<file path="src/rtl/mcu4_pkg.sv">
package mcu4_pkg;
  localparam int OPW = 4;

  typedef enum logic [OPW-1:0] {
    OP_ADD  = 4'h0,
    OP_SUB  = 4'h1,
    OP_CMP  = 4'h2,
    OP_SHL  = 4'h3,
    OP_SHR  = 4'h4,
    OP_ROL  = 4'h5,
    OP_ROR  = 4'h6,
    OP_AND  = 4'h7,
    OP_OR   = 4'h8,
    OP_NOT  = 4'h9,
    OP_LDA  = 4'hA,
    OP_LDB  = 4'hB,
    OP_LDC  = 4'hC,
    OP_LDD  = 4'hD,
    OP_RSV0 = 4'hE,
    OP_RSV1 = 4'hF
  } op_e;
endpackage

</file>
<file path="src/rtl/mcu4_alu.sv">
module mcu4_alu
  import mcu4_pkg::*;
#(
  parameter int DW = 4
) (
  input  op_e           op,
  input  logic [DW-1:0] dst,
  input  logic [DW-1:0] src,
  input  logic          carry_in,
  output logic [DW-1:0] res,
  output logic          c_out,
  output logic          wr_acc
);
  logic [DW:0] sum;
  logic [DW:0] diff;

  assign sum  = {1'b0, dst} + {1'b0, src};
  assign diff = {1'b0, dst} - {1'b0, src};

  always_comb begin
    res    = dst;
    c_out  = carry_in;
    wr_acc = 1'b0;
    case (op)
      OP_ADD: begin res = sum[DW-1:0];  c_out = sum[DW];  wr_acc = 1'b1; end
      OP_SUB: begin res = diff[DW-1:0]; c_out = diff[DW]; wr_acc = 1'b1; end
      OP_CMP: begin c_out = diff[DW]; end
      OP_SHL: begin res = {dst[DW-2:0], 1'b0};      c_out = dst[DW-1]; wr_acc = 1'b1; end
      OP_SHR: begin res = {1'b0, dst[DW-1:1]};      c_out = dst[0];    wr_acc = 1'b1; end
      OP_ROL: begin res = {dst[DW-2:0], dst[DW-1]}; c_out = dst[DW-1]; wr_acc = 1'b1; end
      OP_ROR: begin res = {dst[0], dst[DW-1:1]};    c_out = dst[0];    wr_acc = 1'b1; end
      OP_AND: begin res = dst & src; wr_acc = 1'b1; end
      OP_OR:  begin res = dst | src; wr_acc = 1'b1; end
      OP_NOT: begin res = ~dst;      wr_acc = 1'b1; end
      default: ;
    endcase
  end
endmodule

</file>
<file path="src/rtl/mcu4_decode.sv">
module mcu4_decode
  import mcu4_pkg::*;
#(
  parameter int NREG = 4
) (
  input  logic            valid,
  input  op_e             op,
  input  logic [NREG-1:0] sel,
  output logic            alu_go,
  output logic [NREG-1:0] ld_en
);
  localparam logic [OPW-1:0] LD_BASE  = OP_LDA;
  localparam logic [OPW-1:0] ALU_LAST = OP_NOT;

  logic           sel_onehot;
  logic           exec;
  logic [OPW-1:0] opv;

  assign opv        = op;
  assign sel_onehot = (sel != '0) && ((sel & (sel - NREG'(1))) == '0);
  assign exec       = valid && sel_onehot;
  assign alu_go     = exec && (opv <= ALU_LAST);

  for (genvar i = 0; i < NREG; i++) begin : g_ld
    assign ld_en[i] = exec && (opv == LD_BASE + OPW'(i));
  end
endmodule

</file>
<file path="src/rtl/mcu4_regs.sv">
module mcu4_regs #(
  parameter int DW   = 4,
  parameter int NREG = 4
) (
  input  logic                     clk,
  input  logic                     rst,
  input  logic [NREG-1:0]          ld_en,
  input  logic [DW-1:0]            ld_data,
  input  logic                     acc_we,
  input  logic [DW-1:0]            acc_data,
  output logic [NREG-1:0][DW-1:0]  regs
);
  for (genvar i = 0; i < NREG; i++) begin : g_reg
    logic [DW-1:0] q;
    if (i == 0) begin : g_acc
      always_ff @(posedge clk) begin
        if (rst)           q <= '0;
        else if (ld_en[i]) q <= ld_data;
        else if (acc_we)   q <= acc_data;
      end
    end else begin : g_gp
      always_ff @(posedge clk) begin
        if (rst)           q <= '0;
        else if (ld_en[i]) q <= ld_data;
      end
    end
    assign regs[i] = q;
  end
endmodule

</file>
<file path="src/rtl/mcu4_srcmux.sv">
module mcu4_srcmux #(
  parameter int DW   = 4,
  parameter int NREG = 4
) (
  input  logic [NREG-1:0][DW-1:0] regs,
  input  logic [NREG-1:0]         sel,
  output logic [DW-1:0]           src
);
  logic [NREG-1:0][DW-1:0] gated;

  for (genvar i = 0; i < NREG; i++) begin : g_gate
    assign gated[i] = regs[i] & {DW{sel[i]}};
  end

  always_comb begin
    src = '0;
    for (int i = 0; i < NREG; i++) src = src | gated[i];
  end
endmodule

</file>
<file path="src/rtl/mcu4_ram.sv">
module mcu4_ram #(
  parameter int DW = 4,
  parameter int AW = 4
) (
  input  logic          clk,
  input  logic          we,
  input  logic [AW-1:0] waddr,
  input  logic [DW-1:0] wdata,
  input  logic [AW-1:0] raddr,
  output logic [DW-1:0] rdata
);
  localparam int DEPTH = 1 << AW;

  logic [DW-1:0] mem [DEPTH];

  always_ff @(posedge clk) begin
    if (we) mem[waddr] <= wdata;
  end

  assign rdata = mem[raddr];
endmodule

</file>
<file path="src/rtl/mcu4_core.sv">
module mcu4_core
  import mcu4_pkg::*;
#(
  parameter int DW   = 4,
  parameter int AW   = 4,
  parameter int NREG = 4
) (
  input  logic                     clk,
  input  logic                     rst,
  input  logic                     instr_valid,
  output logic                     instr_ready,
  input  logic [NREG+AW+OPW-1:0]   instr,
  input  logic                     mem_we,
  input  logic [AW-1:0]            mem_addr,
  input  logic [DW-1:0]            mem_wdata,
  output logic [DW-1:0]            data_out,
  output logic                     carry_out
);
  localparam int IW      = NREG + AW + OPW;
  localparam int AD_LSB  = OPW;
  localparam int SEL_LSB = OPW + AW;

  op_e                      op;
  logic [AW-1:0]            ld_addr;
  logic [NREG-1:0]          sel;
  logic [NREG-1:0][DW-1:0]  regs;
  logic [DW-1:0]            src;
  logic [DW-1:0]            rdata;
  logic [DW-1:0]            alu_res;
  logic                     alu_c;
  logic                     alu_wr;
  logic                     alu_go;
  logic [NREG-1:0]          ld_en;
  logic                     carry_q;

  assign op      = op_e'(instr[OPW-1:0]);
  assign ld_addr = instr[AD_LSB +: AW];
  assign sel     = instr[SEL_LSB +: NREG];

  assign instr_ready = !rst;

  mcu4_decode #(.NREG(NREG)) u_dec (
    .valid  (instr_valid),
    .op     (op),
    .sel    (sel),
    .alu_go (alu_go),
    .ld_en  (ld_en)
  );

  mcu4_ram #(.DW(DW), .AW(AW)) u_ram (
    .clk   (clk),
    .we    (mem_we),
    .waddr (mem_addr),
    .wdata (mem_wdata),
    .raddr (ld_addr),
    .rdata (rdata)
  );

  mcu4_srcmux #(.DW(DW), .NREG(NREG)) u_mux (
    .regs (regs),
    .sel  (sel),
    .src  (src)
  );

  mcu4_alu #(.DW(DW)) u_alu (
    .op       (op),
    .dst      (regs[0]),
    .src      (src),
    .carry_in (carry_q),
    .res      (alu_res),
    .c_out    (alu_c),
    .wr_acc   (alu_wr)
  );

  mcu4_regs #(.DW(DW), .NREG(NREG)) u_regs (
    .clk      (clk),
    .rst      (rst),
    .ld_en    (ld_en),
    .ld_data  (rdata),
    .acc_we   (alu_go && alu_wr),
    .acc_data (alu_res),
    .regs     (regs)
  );

  always_ff @(posedge clk) begin
    if (rst)         carry_q <= 1'b0;
    else if (alu_go) carry_q <= alu_c;
  end

  assign data_out  = regs[0];
  assign carry_out = carry_q;

  if (IW != SEL_LSB + NREG) begin : g_bad_width
    $error("instruction width mismatch");
  end
endmodule

</file>
<file path="config.mk">
export PLATFORM = sky130hd
export DESIGN_NAME = mcu4_core
export DESIGN_NICKNAME = d
export VERILOG_FILES = /design/src/rtl/mcu4_pkg.sv /design/src/rtl/mcu4_alu.sv /design/src/rtl/mcu4_decode.sv /design/src/rtl/mcu4_regs.sv /design/src/rtl/mcu4_srcmux.sv /design/src/rtl/mcu4_ram.sv /design/src/rtl/mcu4_core.sv
export SDC_FILE = /design/constraint.sdc
export NUM_CORES = 1
export LEC_CHECK = 0
export ABC_AREA = 0
export CORE_MARGIN = 2
export CORE_UTILIZATION = 35
export CTS_CLUSTER_DIAMETER = 120
export DETAILED_ROUTE_END_ITERATION = 10
export DONT_BUFFER_PORTS = 1
export REMOVE_ABC_BUFFERS = 1
export SLEW_MARGIN = 20
export SYNTH_ARGS = -nofsm -noshare
export SYNTH_HDL_FRONTEND = slang
export SYNTH_HIERARCHICAL = 1
export SYNTH_SLANG_ARGS = --single-unit
</file>
<file path="constraint.sdc">
create_clock -name clk -period 5.35 [get_ports clk]
set_input_delay 1.07 -clock clk [delete_from_list [all_inputs] [get_ports clk]]
set_output_delay 1.07 -clock clk [all_outputs]
set_load 0.03 [all_outputs]
</file>
======== Word-level counts from Yosys, hierarchy flattened ========
Memories as Yosys holds them, arrays and structs flattened.
Index checks and enable logic that the tools add are counted.
word-level totals
  flip-flop bits (word level) ............. 17
  memory bits (writable) .................. 64
  input port bits ......................... 24
  output and inout port bits .............. 6
  logic and storage cells ................. 62
  memories ................................ 1
cells by class
  $add $sub $neg .......................... 3
  order comparisons ....................... 1
  equality and inequality tests ........... 13
  mux-type cells .......................... 7
  bitwise logic cells ..................... 11
  reductions and logical operators ........ 21
memories
  name       depth  width  read ports  clocked after Yosys merged registers in  write ports  RTL line        text
  u_ram.mem  16     4      1           0                                        1            mcu4_ram.sv:14  logic [DW-1:0] mem [DEPTH];
operator list
  cell                 count
  $pmux 4 s9           1
  $and 4x4->4          6
  $eq 4x4->1 const B   6
  $eq 4x3->1 const B   4
  $or 4x4->4           4
  $reduce_bool 10->1   1
  $reduce_or 9->1      1
  $eq 4x2->1 const B   2
  $logic_and 1x1->1    8
  $logic_not 4->1      2
  $mux 4               2
  $reduce_bool 4->1    2
  $reduce_or 2->1      3
  $add 4x4->5          1
  $sub 4x4->5          1
  $eq 4x1->1 const B   1
  $le 4x4->1 const B   1
  $not 4->4            1
  $pmux 1 s4           1
  $reduce_and 2->1     2
  $sub 4x1->4 const B  1
  $mux 1               3
  $reduce_bool 2->1    1
  $logic_not 1->1      1

======== Depth between registers and ports, before layout ========
Gate-level depths: netlist (run 1).
  word-level depth ........................ 9
  depth in mapped cells ................... 12
  depth with buffers taken out ............ 12

======== Cells and area by module ========
The synthesis (run 1) kept the hierarchy.
by module, submodules not included
  module       instances  cells each  area an instance (µm²)  sequential area each (µm²)
  mcu4_ram     1          126         2586.2                  1921.8
  mcu4_alu     1          114         793.3                   0.0
  mcu4_regs    1          59          625.6                   320.3
  mcu4_decode  1          17          121.4                   0.0
  mcu4_srcmux  1          12          75.1                    0.0
  mcu4_core    1          5           45.0                    20.0

======== Worst setup path after synthesis (run 1) ========
OpenSTA, ideal clock, no wires.
  kind .................................... input-to-reg
  start point ............................. in instr[10]
  end point ............................... reg u_regs.g_reg[0].q[3]
  setup time .............................. 124 ps
  arrival ................................. 2764 ps
  required time ........................... 5226 ps
  setup slack ............................. 2462 ps
  stages on the path ...................... 11
  path buffers ............................ 0
  cells stage by stage .................... a22oi_1 nand2_1 inv_1 ha_1 a21o_1 a21oi_1 xor2_1 nor4_1 o32a_1 mux2i_1 a211oi_1
between the ends
  elaborated cells between the ends (all ways) .. 22
  classes of those cells .................. add/sub: 3; mux: 3; bitwise: 6; reduce/logical: 10
RTL lines
  item                                        RTL line                        text
  from (decl)                                 mcu4_core.sv:12                 input logic [NREG+AW+OPW-1:0] instr,
  $and 4x4->4 (*)                             mcu4_srcmux.sv:12               assign gated[i] = regs[i] & {DW{sel[i]}};
  $or 4x4->4 (*) (2 in series)                mcu4_srcmux.sv:17               for (int i = 0; i < NREG; i++) src = src | gated[i];
  via src[1]                                  mcu4_core.sv:27                 logic [DW-1:0] src;
  $sub 4x4->5 or $add 4x4->5 (tied branches)  mcu4_alu.sv:18, mcu4_alu.sv:17
  $pmux 4 s9 (*)                              mcu4_alu.sv:24                  case (op)
  via alu_res[3]                              mcu4_core.sv:29                 logic [DW-1:0] alu_res;
  $mux 4 (*)                                  mcu4_regs.sv:19                 else if (acc_we) q <= acc_data;
  $mux 4 (*)                                  mcu4_regs.sv:18                 else if (ld_en[i]) q <= ld_data;
  to (signal assigned)                        mcu4_regs.sv:18
  to (signal assigned)                        mcu4_regs.sv:19
  to (decl)                                   mcu4_regs.sv:14                 logic [DW-1:0] q;
The timed path passes the listed nets; every way through them passes the cells marked *. The select of a mux whose other input is x is not followed.
A chain may end at the register's enable or synchronous reset.

======== Worst setup path after layout (run 1) ========
  start point ............................. reg u_regs.g_reg[0].q[0]
  end point ............................... reg u_regs.g_reg[0].q[1]
between the ends
  word-level cells in the longest chain between the ends .. 8
  elaborated cells between the ends (all ways) .. 9
  classes of those cells .................. add/sub: 2; mux: 3; bitwise: 4
ends and longest elaborated chain
  item                                        RTL line
  $and 4x4->4 (*)                             mcu4_srcmux.sv:12
  $or 4x4->4 (*) (3 in series)                mcu4_srcmux.sv:17
  via src[0]                                  mcu4_core.sv:27
  $sub 4x4->5 or $add 4x4->5 (tied branches)  mcu4_alu.sv:18, mcu4_alu.sv:17
  $pmux 4 s9 (*)                              mcu4_alu.sv:24
  via alu_res[1]                              mcu4_core.sv:29
  $mux 4 (*)                                  mcu4_regs.sv:19
  $mux 4 (*)                                  mcu4_regs.sv:18
Marked as above.

==> impl_metrics.env, run 1 <==
export IMPL_io_pin_count=30
export IMPL_hold_class="reg2reg"
export IMPL_cp_arrival_ns=3.10
export IMPL_start_kind="register"
export IMPL_fmax_ghz=0.352
export IMPL_wirelength_mm=8.70
export IMPL_r2r_end="u_regs/g_reg[0].q[1]"
export IMPL_fillers=1117
export IMPL_yosysUniqueCellTypes=51
export IMPL_r2r_slack_ns=2.51
export IMPL_crit_buf_inv=1
export IMPL_yosysWarnings=6
export IMPL_clock_latency_ns=0.33
export IMPL_die_x_microns=114
export IMPL_crit_type="reg2reg"
export IMPL_outcome="completed"
export IMPL_antennaDiodeCount=0
export IMPL_stdcell_area_sq_um=4560
export IMPL_vias_per_cell=5.53
export IMPL_synth_commonest_cells="edfxtp_1, nor2_1, mux2i_1"
export IMPL_syn_area_sq_um=4250
export IMPL_antenna_found_initial=0
export IMPL_worstPathCellList="a22oi_1, nand2_1, ha_1, inv_1, fa_1, nor2_1, nor2_1, o21ai_0, o21ai_0, a31oi_1, mux2i_1, a211oi_2"
export IMPL_layoutNonFillerInstCount=476
export IMPL_hold_worst_slack_ns=0.507
export IMPL_dpl_instance_area_sq_um=4290
export IMPL_postSynth_asyncResetShare_pct=0
export IMPL_grt_pass1_vias=2665
export IMPL_synth_top_cell_by_area="edfxtp_1"
export IMPL_cts_sinks=81
export IMPL_dp_hpwl_mm=6.07
export IMPL_drt_iter0_drc=185
export IMPL_hold_end="u_regs/g_reg[1].q[2]"
export IMPL_drv_cap=0
export IMPL_dieArea_sq_um=13000
export IMPL_synth_compound_area_share_pct=9.78
export IMPL_end_kind="register"
export IMPL_yosys_area_share_xor_xnor_pct=1.03
export IMPL_drive_above_1_share_pct=8.21
export IMPL_cts_tree="built"
export IMPL_cp_max_fo=10
export IMPL_finalHoldViolCount=0
export IMPL_synth_simple_gate_area_share_pct=11.7
export IMPL_slew_violations=0
export IMPL_hold_path_depth=2
export IMPL_setup_viol=0
export IMPL_cts_root_buf="clkbuf_16"
export IMPL_h_tree_depth=3
export IMPL_grt_pass1_wl_mm=14.0
export IMPL_ctsResizeCount=0
export IMPL_synth_top_family_by_area="multiplexers"
export IMPL_reg2reg_depth=12
export IMPL_synth_edf_count=64
export IMPL_start_util_pct=35.7
export IMPL_ir_drop_mv=0.167
export IMPL_routedWlPerCell_microns=18.3
export IMPL_dp_cells=460
export IMPL_fin_crit_sh_pct=53.1
export IMPL_min_from="u_regs/g_reg[1].q[2]"
export IMPL_powerDensity_nw_per_um2=293
export IMPL_cts_buffers=9
export IMPL_first_pass_iters=5
export IMPL_track_usage_pct=14.0
export IMPL_portBuffers=0
export IMPL_path_clk_slew_ns=0.06
export IMPL_ctsHoldBuffers=0
export IMPL_rsz0062_at_grt="false"
export IMPL_skew_ns=0.00668
export IMPL_synth_mux_area_share_pct=14.9
export IMPL_preCtsSetupSlack_ns=2.25
export IMPL_postCtsSetupBuffers=0
export IMPL_die_y_microns=114
export IMPL_fin_crit_ns=2.84
export IMPL_slowest_stage="dfxtp_1"
export IMPL_final_antenna_net_count=0
export IMPL_seq_area_frac_synth_pct=53.3
export IMPL_synth_adder_area_share_pct=4.48
export IMPL_cp_required_ns=5.60
export IMPL_synth_ff_type="edfxtp_1"
export IMPL_fin_nets=362
export IMPL_rr_startpoint="u_regs/g_reg[0].q[0]"
export IMPL_tns_ns=0
export IMPL_p_leak_nw=1.49
export IMPL_synth_seq_cells=81
export IMPL_grt_max_degree=31
export IMPL_ys_top_cells_by_area="edfxtp_1, mux4_1, dfxtp_1"
export IMPL_synth_cells=333
export IMPL_syn2layout_area_growth_pct=7.45
export IMPL_yosys_area_top_type_share_pct=45.3
export IMPL_yosysMostFrequentCell="edfxtp_1"
export IMPL_ctsLongestPathBuffers=2
export IMPL_rows=40
export IMPL_worst_slew_pin_slew_ns=0.717
export IMPL_overflow=0
export IMPL_place_congestion=0.836
export IMPL_fp_coreArea_sq_um=11900
export IMPL_relSlewSlack_pct=51.8
export IMPL_crit_family="compound AO/OA/AOI/OAI gates"
export IMPL_fin_ws_ns=2.51
export IMPL_avgSynthCellArea_sq_um=12.8
export IMPL_via_count=2633
export IMPL_drcViolationCount=0
export IMPL_slowest_delay_ns=0.75
==> worst register-to-register path, cell delays in order, from the launching register on <==
cell and delay, ns:
dfxtp_1 0.75, a22oi_1 0.20, nand2_1 0.15, ha_1 0.21, inv_1 0.06, fa_1 0.42, nor2_1 0.09, nor2_1 0.04
o21ai_0 0.20, o21ai_0 0.12, a31oi_1 0.17, mux2i_1 0.11, a211oi_2 0.24
==> final cells by class <==
type	count	area, sq um	area share [%]
clock buffers	9	225	4.94
multi-input cells	216	1780	39.0
inverters	16	60.1	1.32
flip-flops and latches	81	2260	49.6
well taps	147	184	4.03
clock inverters	7	51.3	1.12
==> routing by layer <==
layer / share of wire, % / track usage [%]
met5: 0 / 0
met4: 1.6 / 4.07
met3: 5.6 / 3.81
met2: 50 / 24.2
met1: 43 / 17.2
==> how the worst max path moves through the flow <==
stage | depth (start not counted) | slack [ns] | end | startpoint
floorplan | 11 | 2.47 | u_regs/g_reg[0].q[3] | instr[10]
global placement | 12 | 2.26 | u_regs/g_reg[0].q[1] | instr[10]
detailed placement | 12 | 2.25 | u_regs/g_reg[0].q[1] | instr[10]
CTS | 12 | 2.54 | u_regs/g_reg[0].q[1] | u_regs/g_reg[0].q[0]
global route | 12 | 2.24 | u_regs/g_reg[0].q[1] | u_regs/g_reg[0].q[0]
finish | 12 | 2.51 | u_regs/g_reg[0].q[1] | u_regs/g_reg[0].q[0]
==> placed cells by master, fill, tap and decap left out, types with 2 or more instances in the layout <==
cell       count
a211oi_1       3
a211oi_2       2
a21o_1         2
a21oi_1       12
a22oi_1       14
a31oi_1        4
clkbuf_16      9
dfxtp_1       17
edfxtp_1      64
fa_1           2
ha_1          12
inv_1         16
inv_6          3
mux2i_1       21
mux4_1        14
mux4_2         2
nand2_1       17
nand2b_1       3
nand3_1       11
nand3b_1       3
nand4_1        2
nand4b_1       2
nor2_1        37
nor2b_1        7
nor3_1         8
nor4_1         3
nor4b_2        2
o21ai_0        8
o21bai_1       2
o221ai_1       2
o22ai_1        2
o32a_1         2
xor2_1         4
==> state kept, by name, indices dropped and copies added (netlist names) <==
register / flops
carry_out: 1
u_regs/g.q: 16
u_ram/mem: 64
==> cells by family (layout without fill, tap and decap cells) <==
group,Yosys count,in the layout
AOI/OAI and AO/OA,60,60
xor gates and xnor gates,5,5
adders and majority gates,14,14
buffers and inverters,36,32
DFF,81,81
muxes,38,38
and+or+nand+nor,99,99
==> metrics by stage <==
step                power [mW]  util [%]
floorplan                0.769         -
global placement         0.785      36.0
detailed placement       0.786      36.0
CTS                       1.35      38.3
global route              1.39      38.3
finish                    1.33      38.3
==> power by group <==
part	leakage [nW]	total (mW)	internal (mW)	switching [mW]
logic	0.645	0.0770	0.0374	0.0396
clock network	0.134	0.562	0.317	0.245
registers	0.715	0.696	0.690	0.00608
No activity file was read; power rests on OpenSTA's default activity.
==> run 2, diff against run 1 <==
clock period = 2.5 ns   (was 5.35 ns; I/O delays follow)
==> impl_metrics.env, run 2 (synthesis results as in run 1) <==
export IMPL_skew_ns=0.00519
export IMPL_h_tree_depth=3
export IMPL_cts_buffers=9
export IMPL_p_leak_nw=1.53
export IMPL_switching_share_pct=19.8
export IMPL_hold_path_depth=1
export IMPL_rows=40
export IMPL_die_x_microns=114
export IMPL_clock_latency_ns=0.32
export IMPL_wirelength_mm=8.58
export IMPL_min_from="rst"
export IMPL_end_kind="register"
export IMPL_drcViolationCount=0
export IMPL_reg2reg_depth=12
export IMPL_grt_pass1_wl_mm=13.8
export IMPL_dieArea_sq_um=13000
export IMPL_drv_cap=0
export IMPL_powerDensity_nw_per_um2=624
export IMPL_hold_end="u_regs/g_reg[0].q[1]"
export IMPL_fp_coreArea_sq_um=11900
export IMPL_final_core_util_pct=38.9
export IMPL_fin_crit_sh_pct=93.4
export IMPL_drt_iter0_drc=181
export IMPL_rr_startpoint="u_regs/g_reg[0].q[0]"
export IMPL_fin_crit_ns=2.34
export IMPL_cts_root_buf="clkbuf_16"
export IMPL_start_util_pct=35.7
export IMPL_finalHoldViolCount=0
export IMPL_ir_drop_mv=0.419
export IMPL_worst_slew_pin_slew_ns=0.770
export IMPL_regMostFlops="u_ram/mem"
export IMPL_start_kind="register"
export IMPL_outcome="completed"
export IMPL_power_switching_mw=0.574
export IMPL_cp_arrival_ns=2.58
export IMPL_track_usage_pct=13.7
export IMPL_final_common_cell="edfxtp_1"
export IMPL_seqPwrFrac_pct=51.3
export IMPL_crit_type="reg2reg"
export IMPL_hold_class="in2reg"
export IMPL_internal_power_mw=2.32
export IMPL_clkPwrFrac_pct=42.8
export IMPL_rsz0062_at_grt="false"
export IMPL_hold_worst_slack_ns=0.238
export IMPL_syn2layout_area_growth_pct=9.25
export IMPL_place_congestion=0.861
export IMPL_io_pin_count=30
export IMPL_cp_max_fo=3
export IMPL_first_pass_iters=4
export IMPL_grt_max_degree=31
export IMPL_vias_per_cell=5.41
export IMPL_routedWlPerCell_microns=17.8
export IMPL_overflow=0
export IMPL_cp_required_ns=2.74
export IMPL_path_clk_slew_ns=0.06
export IMPL_tns_ns=0
export IMPL_postCtsSetupBuffers=0
export IMPL_relSlewSlack_pct=48.3
export IMPL_combPwrFrac_pct=6.0
export IMPL_ctsLongestPathBuffers=2
export IMPL_mostFrequentLayoutCells="edfxtp_1, nor2_1, mux2i_1"
export IMPL_drive_above_1_share_pct=11.1
export IMPL_r2r_slack_ns=0.16
export IMPL_final_antenna_net_count=0
export IMPL_largest_reg_flops=64
export IMPL_via_count=2604
export IMPL_r2r_end="u_regs/g_reg[0].q[1]"
export IMPL_slew_violations=0
export IMPL_cts_sinks=81
export IMPL_portBuffers=0
export IMPL_die_y_microns=114
export IMPL_fin_nets=369
export IMPL_setup_viol=0
export IMPL_fmax_ghz=0.428
export IMPL_dp_hpwl_mm=6.06
export IMPL_cts_tree="built"
export IMPL_antenna_found_initial=0
export IMPL_grt_pass1_vias=2593
export IMPL_antennaDiodeCount=0
## run 2: critical path, cell delays in order (launching register included)
cell and delay, ns:
dfxtp_1 0.34, a22oi_2 0.20, nand2_1 0.12, ha_1 0.23, inv_1 0.07, fa_1 0.40, nor2_1 0.09, nor2_1 0.04
o21ai_0 0.16, o21ai_0 0.10, a31oi_1 0.19, mux2i_1 0.11, a211oi_2 0.21
## run 2: what timing repair did
action	in CTS	in global routing
setup endpoints to repair	0	3
hold buffers	0	0
gates resized for setup	0	4
endpoints found under the hold margin	0	0
## run 2: power by group through the flow
stage,clock [mW],sequential (mW),combinational (mW)
3_3_place_gp,0,1.51,0.173
6_report,1.24,1.48,0.173
3_5_place_dp,0,1.51,0.173
2_1_floorplan,0,1.51,0.131
4_1_cts,1.27,1.48,0.173
5_1_grt,1.32,1.49,0.190
## run 2: metal layers
metal | GRT usage [%] | part of all wire, % | up-vias
li1 | - | - | 1262
met1 | 17.0 | 44 | 1282
met2 | 23.5 | 51 | 54
met3 | 3.44 | 4.4 | 6
met4 | 4.55 | 1.0 | 0
met5 | 0 | 0 | -
## run 2: final cells by class
type	count	area (sq um)
Clock buffer	9	225
Tap cell	147	184
Fill cell	1131	7270
Sequential cell	81	2260
Clock inverter	5	58.8
Timing Repair Buffer	7	52.6
Multi-Input combinational cell	216	1800
Inverter	16	60.1
## run 2: worst max-delay path by stage
stage	from	to	slack [ns]
floorplan	u_regs/g_reg[0].q[1]	u_regs/g_reg[0].q[3]	0.03
global placement	instr[10]	u_regs/g_reg[0].q[1]	0.006
detailed placement	instr[8]	u_regs/g_reg[0].q[1]	-0.006
CTS	u_regs/g_reg[0].q[0]	u_regs/g_reg[0].q[1]	0.12
global route	u_regs/g_reg[0].q[0]	u_regs/g_reg[0].q[1]	0.03
finish	u_regs/g_reg[0].q[0]	u_regs/g_reg[0].q[1]	0.16
## run 2: stage by stage
step           setup WS, ns  area (sq um)  power (mW)  instances
3_5_place_dp       -0.00634          4340        1.68        467
3_3_place_gp        0.00612          4340        1.68        467
5_1_grt              0.0292          4640        2.99        481
4_1_cts               0.118          4620        2.92        481
2_1_floorplan        0.0284          4100        1.65        313
6_report              0.164          4640        2.89        481
